===== config.mk =====
export PLATFORM = sky130hd
export DESIGN_NAME = unary_alu
export DESIGN_NICKNAME = d
export VERILOG_FILES = /design/src/rtl/unary_alu.sv
export SDC_FILE = /design/constraint.sdc
export NUM_CORES = 1
export LEC_CHECK = 0
export BUFFER_PORTS_ARGS = -buffer_cell sky130_fd_sc_hd__buf_2
export CORE_ASPECT_RATIO = 0.75
export CORE_MARGIN = 2
export CORE_UTILIZATION = 42
export CTS_BUF_LIST = sky130_fd_sc_hd__clkbuf_8
export DETAILED_ROUTE_END_ITERATION = 8
export GPL_ROUTABILITY_DRIVEN = 0
export GPL_TIMING_DRIVEN = 0
export PLACE_DENSITY = 0.8
export SYNTH_ARGS = -nofsm -noshare
export SYNTH_HDL_FRONTEND = slang
export SYNTH_SLANG_ARGS = --single-unit

===== constraint.sdc =====
create_clock -name clk -period 1.73 [get_ports clk]
set_input_delay 0.4325 -clock clk [delete_from_list [all_inputs] [get_ports clk]]
set_output_delay 0.4325 -clock clk [all_outputs]
set_load 0.05 [all_outputs]

===== src/rtl/unary_alu.sv =====
module unary_alu (
  input  logic        clk,
  input  logic        rst_n,
  input  logic        op_valid,
  input  logic [15:0] opcode,
  output logic [4:0]  rf_rd_idx,
  input  logic [7:0]  rf_rd_data,
  output logic        rf_wr_en,
  output logic [4:0]  rf_wr_idx,
  output logic [7:0]  rf_wr_data,
  input  logic [7:0]  flags_in,
  output logic        flags_we,
  output logic [7:0]  flags_out,
  output logic        pc_step
);
  localparam logic [15:0] SEL_MASK = 16'hFE0F;
  localparam logic [15:0] INC_CODE = 16'h9403;
  localparam logic [15:0] ROR_CODE = 16'h9407;
  localparam int FC = 0, FZ = 1, FN = 2, FV = 3, FS = 4;

  logic       is_inc, is_ror, do_op;
  logic [7:0] res;
  logic       c_new, v_new, n_new;
  logic [7:0] flags_nxt;

  assign rf_rd_idx = opcode[8:4];
  assign is_inc    = op_valid && ((opcode & SEL_MASK) == INC_CODE);
  assign is_ror    = op_valid && ((opcode & SEL_MASK) == ROR_CODE);
  assign do_op     = is_inc || is_ror;

  always_comb begin
    if (is_ror) begin
      res   = {flags_in[FC], rf_rd_data[7:1]};
      c_new = rf_rd_data[0];
      n_new = res[7];
      v_new = n_new ^ c_new;
    end else begin
      res   = rf_rd_data + 8'd1;
      c_new = flags_in[FC];
      n_new = res[7];
      v_new = (rf_rd_data == 8'h7F);
    end
    flags_nxt        = flags_in;
    flags_nxt[FC]    = c_new;
    flags_nxt[FZ]    = (res == 8'h00);
    flags_nxt[FN]    = n_new;
    flags_nxt[FV]    = v_new;
    flags_nxt[FS]    = n_new ^ v_new;
  end

  always_ff @(posedge clk) begin
    if (!rst_n) begin
      rf_wr_en   <= 1'b0;
      flags_we   <= 1'b0;
      pc_step    <= 1'b0;
      rf_wr_idx  <= '0;
      rf_wr_data <= '0;
      flags_out  <= '0;
    end else begin
      rf_wr_en  <= do_op;
      flags_we  <= do_op;
      pc_step   <= do_op;
      flags_out <= do_op ? flags_nxt : flags_in;
      if (do_op) begin
        rf_wr_idx  <= opcode[8:4];
        rf_wr_data <= res;
      end
    end
  end

  a_r8_quiet_when_idle: assert property (@(posedge clk) disable iff (!rst_n)
    !op_valid |=> (!rf_wr_en && !flags_we && !pc_step));

  a_r9_writes_paired: assert property (@(posedge clk) disable iff (!rst_n)
    rf_wr_en |-> (flags_we && pc_step));

  a_r2_dest_index: assert property (@(posedge clk) disable iff (!rst_n)
    do_op |=> (rf_wr_idx == $past(opcode[8:4])));

  a_r3_carry_kept: assert property (@(posedge clk) disable iff (!rst_n)
    is_inc |=> (flags_out[FC] == $past(flags_in[FC])));

  a_r5_carry_through: assert property (@(posedge clk) disable iff (!rst_n)
    is_ror |=> (flags_out[FC] == $past(rf_rd_data[0])) && (rf_wr_data[7] == $past(flags_in[FC])));

  a_r7_upper_bits: assert property (@(posedge clk) disable iff (!rst_n)
    do_op |=> (flags_out[7:5] == $past(flags_in[7:5])));
endmodule


==> key figures <==
Final layout
  – Share of layout cells above drive strength 1: 0.369
  – Layout Utilization: 0.567
  – Area grow syn2layout: 30.3%
  – Post-route insts no fill: 260
  – FF/Latch Area: around 440 sq um
  – Multi-input gate area: roughly 700 sq um
  – # nets final: 260
  – Inserted Diodes: 0
  – Finished Cell Area: between 0.0015 and 0.002 sq mm
  – Total of fill cells in the finished design: approximately 280

Floorplan
  – I/O pin count: 64
  – Initial Utilization: 0.435
  – Die X-Extent: 67.4 um
  – Die Ht: 51.6 um
  – Die area: approximately 0.0035 sq mm
  – Core area: 0.00291 sq mm
  – Row count: 17

Worst setup path
  – Crit-path max cell delay: 0.39 ns
  – Crit path max fanout: 7
  – Cell count along the critical path: 7
  – Reg2Reg Depth: 2
  – Critical Path End Type: flip-flop
  – Crit path buf inv count: 3
  – Worst path required time: 1.87 ns
  – Top delay family on crit path: compound AO/OA/AOI/OAI gates
  – Crit Path Class: primary input to flip-flop
  – Setup crit start kind: primary input
  – Data arrival, critical path: between 1.5 and 2 ns
  – Worst path cell trace: buf_2 > clkdlybuf4s18_2 > inv_2 > or3_4 > a32o_1 > o21ai_1 > a31oi_1
  – Slowest cell on crit path: or3_4

Place
  – Post-Place Cells: 257
  – Hpwl dp: between 2 and 2.5 mm
  – Dpl cell area: 0.00161 sq mm
  – Placement Setup Slack: -0.0974 ns
  – IO buf count: 59

Timing
  – Fin worst setup slack: around 0.16 ns
  – Worst-Margin Slew: a little under 0.5 ns
  – Slew Limit Fails: 0
  – Setup TNS Final: 0 ns
  – RSZ-0062 raised after global routing: false
  – Hold Vio Cnt, Final: 0
  – Worst Clk Skew: 0 ns
  – Hold Slack: roughly 0.38 ns
  – Relative slew slack: 0.669
  – Crit share post-route: 0.908
  – Fin crit period: roughly 1.6 ns
  – Final setup viols: 0
  – Max Fclk: between 600 and 700 MHz

Detailed routing
  – WL per Instance: approximately 11 um
  – 1st-pass router iterations: 4
  – Vias: ~1,300
  – Antenna Violating Nets Remaining: 0
  – DR DRC count: 0
  – Initial DRC count: 33
  – Via density per instance: just under 5
  – Routed Wire Length: between 2 and 3 mm

Synth
  – Post-synth design cell area: ~0.0013 sq mm
  – Post-Syn Instances: 160
  – Synthesis-stage register bit count: 22
  – Sequential-to-total area share from yosys stat: 0.347
  – Synth area leader: dfxtp_1
  – Count of cell types in the netlist: 40
  – Syn_nets: a little under 200
  – Synth warn: 0
  – Top post-synthesis cells by area: dfxtp_1 (35%), nand2_1 (9.2%), a21oi_1 (4.7%)
  – Area share of the largest cell type after synthesis: 0.347
  – Avg Cell Area, Syn: about 7.9 sq um

CTS
  – CTS buffer count: 3
  – Clock sinks: 22
  – Hold Buf Count CTS: 0
  – Post-CTS sizing: 0
  – # Post-CTS Setup Buffers: 0
  – CTS root buffer: clkbuf_8
  – Clock Latency Late Sink: 0.25 ns
  – Total number of H-tree levels: 1
  – Clock slew at reported path FFs: 0.07 ns
  – CTS tree: yes
  – CTS Buffer Depth: 2

Worst hold path
  – WHS Path Cells: 2
  – Hold WC Path Type: primary input to flip-flop

Global routing
  – Total GRT Usage: 0.168
  – Vias in the first global route: between 1,000 and 1,500
  – Initial antenna violation count: 0
  – First-pass GRT wire length: about 4.5 mm
  – Global route overflow: 0
  – Pin count of the biggest net entering global routing: 12

Pwr
  – Leakage: about 0.77 nW
  – PwrDens: between 600 and 700 mW/mm^2
  – Worst VDD drop: ~250 uV
  – Pwr Total: roughly 1.0 mW

Status
  – Status: finished clean

Job
  – Max Cap Viol: 0
-- where the power goes --
part	internal, mW	total (mW)	leakage (nW)	switching [mW]
Combinational	0.0840	0.233	0.569	0.149
Clock	0.155	0.298	0.0216	0.143
Sequential	0.516	0.518	0.179	0.00209
-- final cells by class --
class                           instances  area share
Clock buffer                            3      0.0250
Timing Repair Buffer                   59       0.179
Inverter                                6      0.0136
Sequential cell                        22       0.267
Buffer                                 17      0.0636
Tap cell                               38      0.0288
Multi-Input combinational cell        115       0.423
-- Yosys cell counts, drive strengths merged --
cell / number
o21ai: 8
o211ai: 1
nor4b: 2
nor4bb: 1
or3: 3
nand2: 31
o2bb2ai: 2
nor3b: 2
a32o: 3
and3: 4
o21bai: 1
a21oi: 12
mux2i: 2
nor4: 1
inv: 6
nand4: 3
nand3: 6
xor2: 3
clkdlybuf4s18: 1
and4: 2
buf: 12
o41ai: 1
nor2: 10
clkbuf: 4
and2: 4
nand2b: 2
a211oi: 2
ha: 1
xnor2: 4
a31oi: 2
dfxtp: 22
or2: 1
a22oi: 1
-- sequential cells by signal, summed over array words and instances (netlist names) --
name and flops:
flags_out 8, rf_wr_data 8, rf_wr_idx 5, pc_step 1
-- cell families after synthesis --
kind of cell             count (synthesis)  synth area share
XOR/XNOR                                 7            0.0484
AND/OR/NAND/NOR                         72             0.315
adder cells (fa/ha/maj)                  1           0.00987
buffers and inverters                   23             0.101
flip-flops                              22             0.347
multiplexers                             2            0.0158
AO/OA/AOI/OAI                           33             0.163
-- final timing paths --
| kind | start | to | slack [ns] |
|---|---|---|---|
| worst max-delay path | rf_rd_data[0] | flags_out[4]$_SDFF_PN0_ | 0.16 |
| worst min-delay path | flags_in[5] | flags_out[5]$_SDFF_PN0_ | 0.38 |
| worst max register to register | rf_wr_data[0]$_SDFFE_PN0N_ | rf_wr_data[0]$_SDFFE_PN0N_ | 1.07 |
| worst min register to register | rf_wr_idx[0]$_SDFFE_PN0N_ | rf_wr_idx[0]$_SDFFE_PN0N_ | 0.45 |
-- layout by cell type, fill, tap and decap left out, types with 3 or more instances in the layout --
master / synthesis / final
buf_4: 8 / 8
xor2_1: 3 / 3
inv_1: 5 / 5
xnor2_1: 4 / 4
buf_2: 4 / 63
dfxtp_1: 22 / 22
and2_1: 4 / 4
a32o_1: 3 / 3
nor2_1: 10 / 10
nand2_1: 31 / 31
nand3_1: 6 / 6
and3_1: 4 / 4
a21oi_1: 12 / 12
clkbuf_1: 4 / 4
clkbuf_8: 0 / 3
o21ai_0: 7 / 7
-- worst reg2reg max path: stages (launching register included) --
cell      delay, ns
dfxtp_1        0.34
nor2_1         0.05
a211oi_1       0.19
-- per-layer routing --
| layer | track usage | share of wire |
|---|---|---|
| met1 | 0.240 | 0.51 |
| met3 | 0.0173 | 0.076 |
| met4 | 0.0612 | 0.012 |
| met5 | 0 | 0 |
| met2 | 0.262 | 0.40 |
Power figures use the tool's default switching activity.
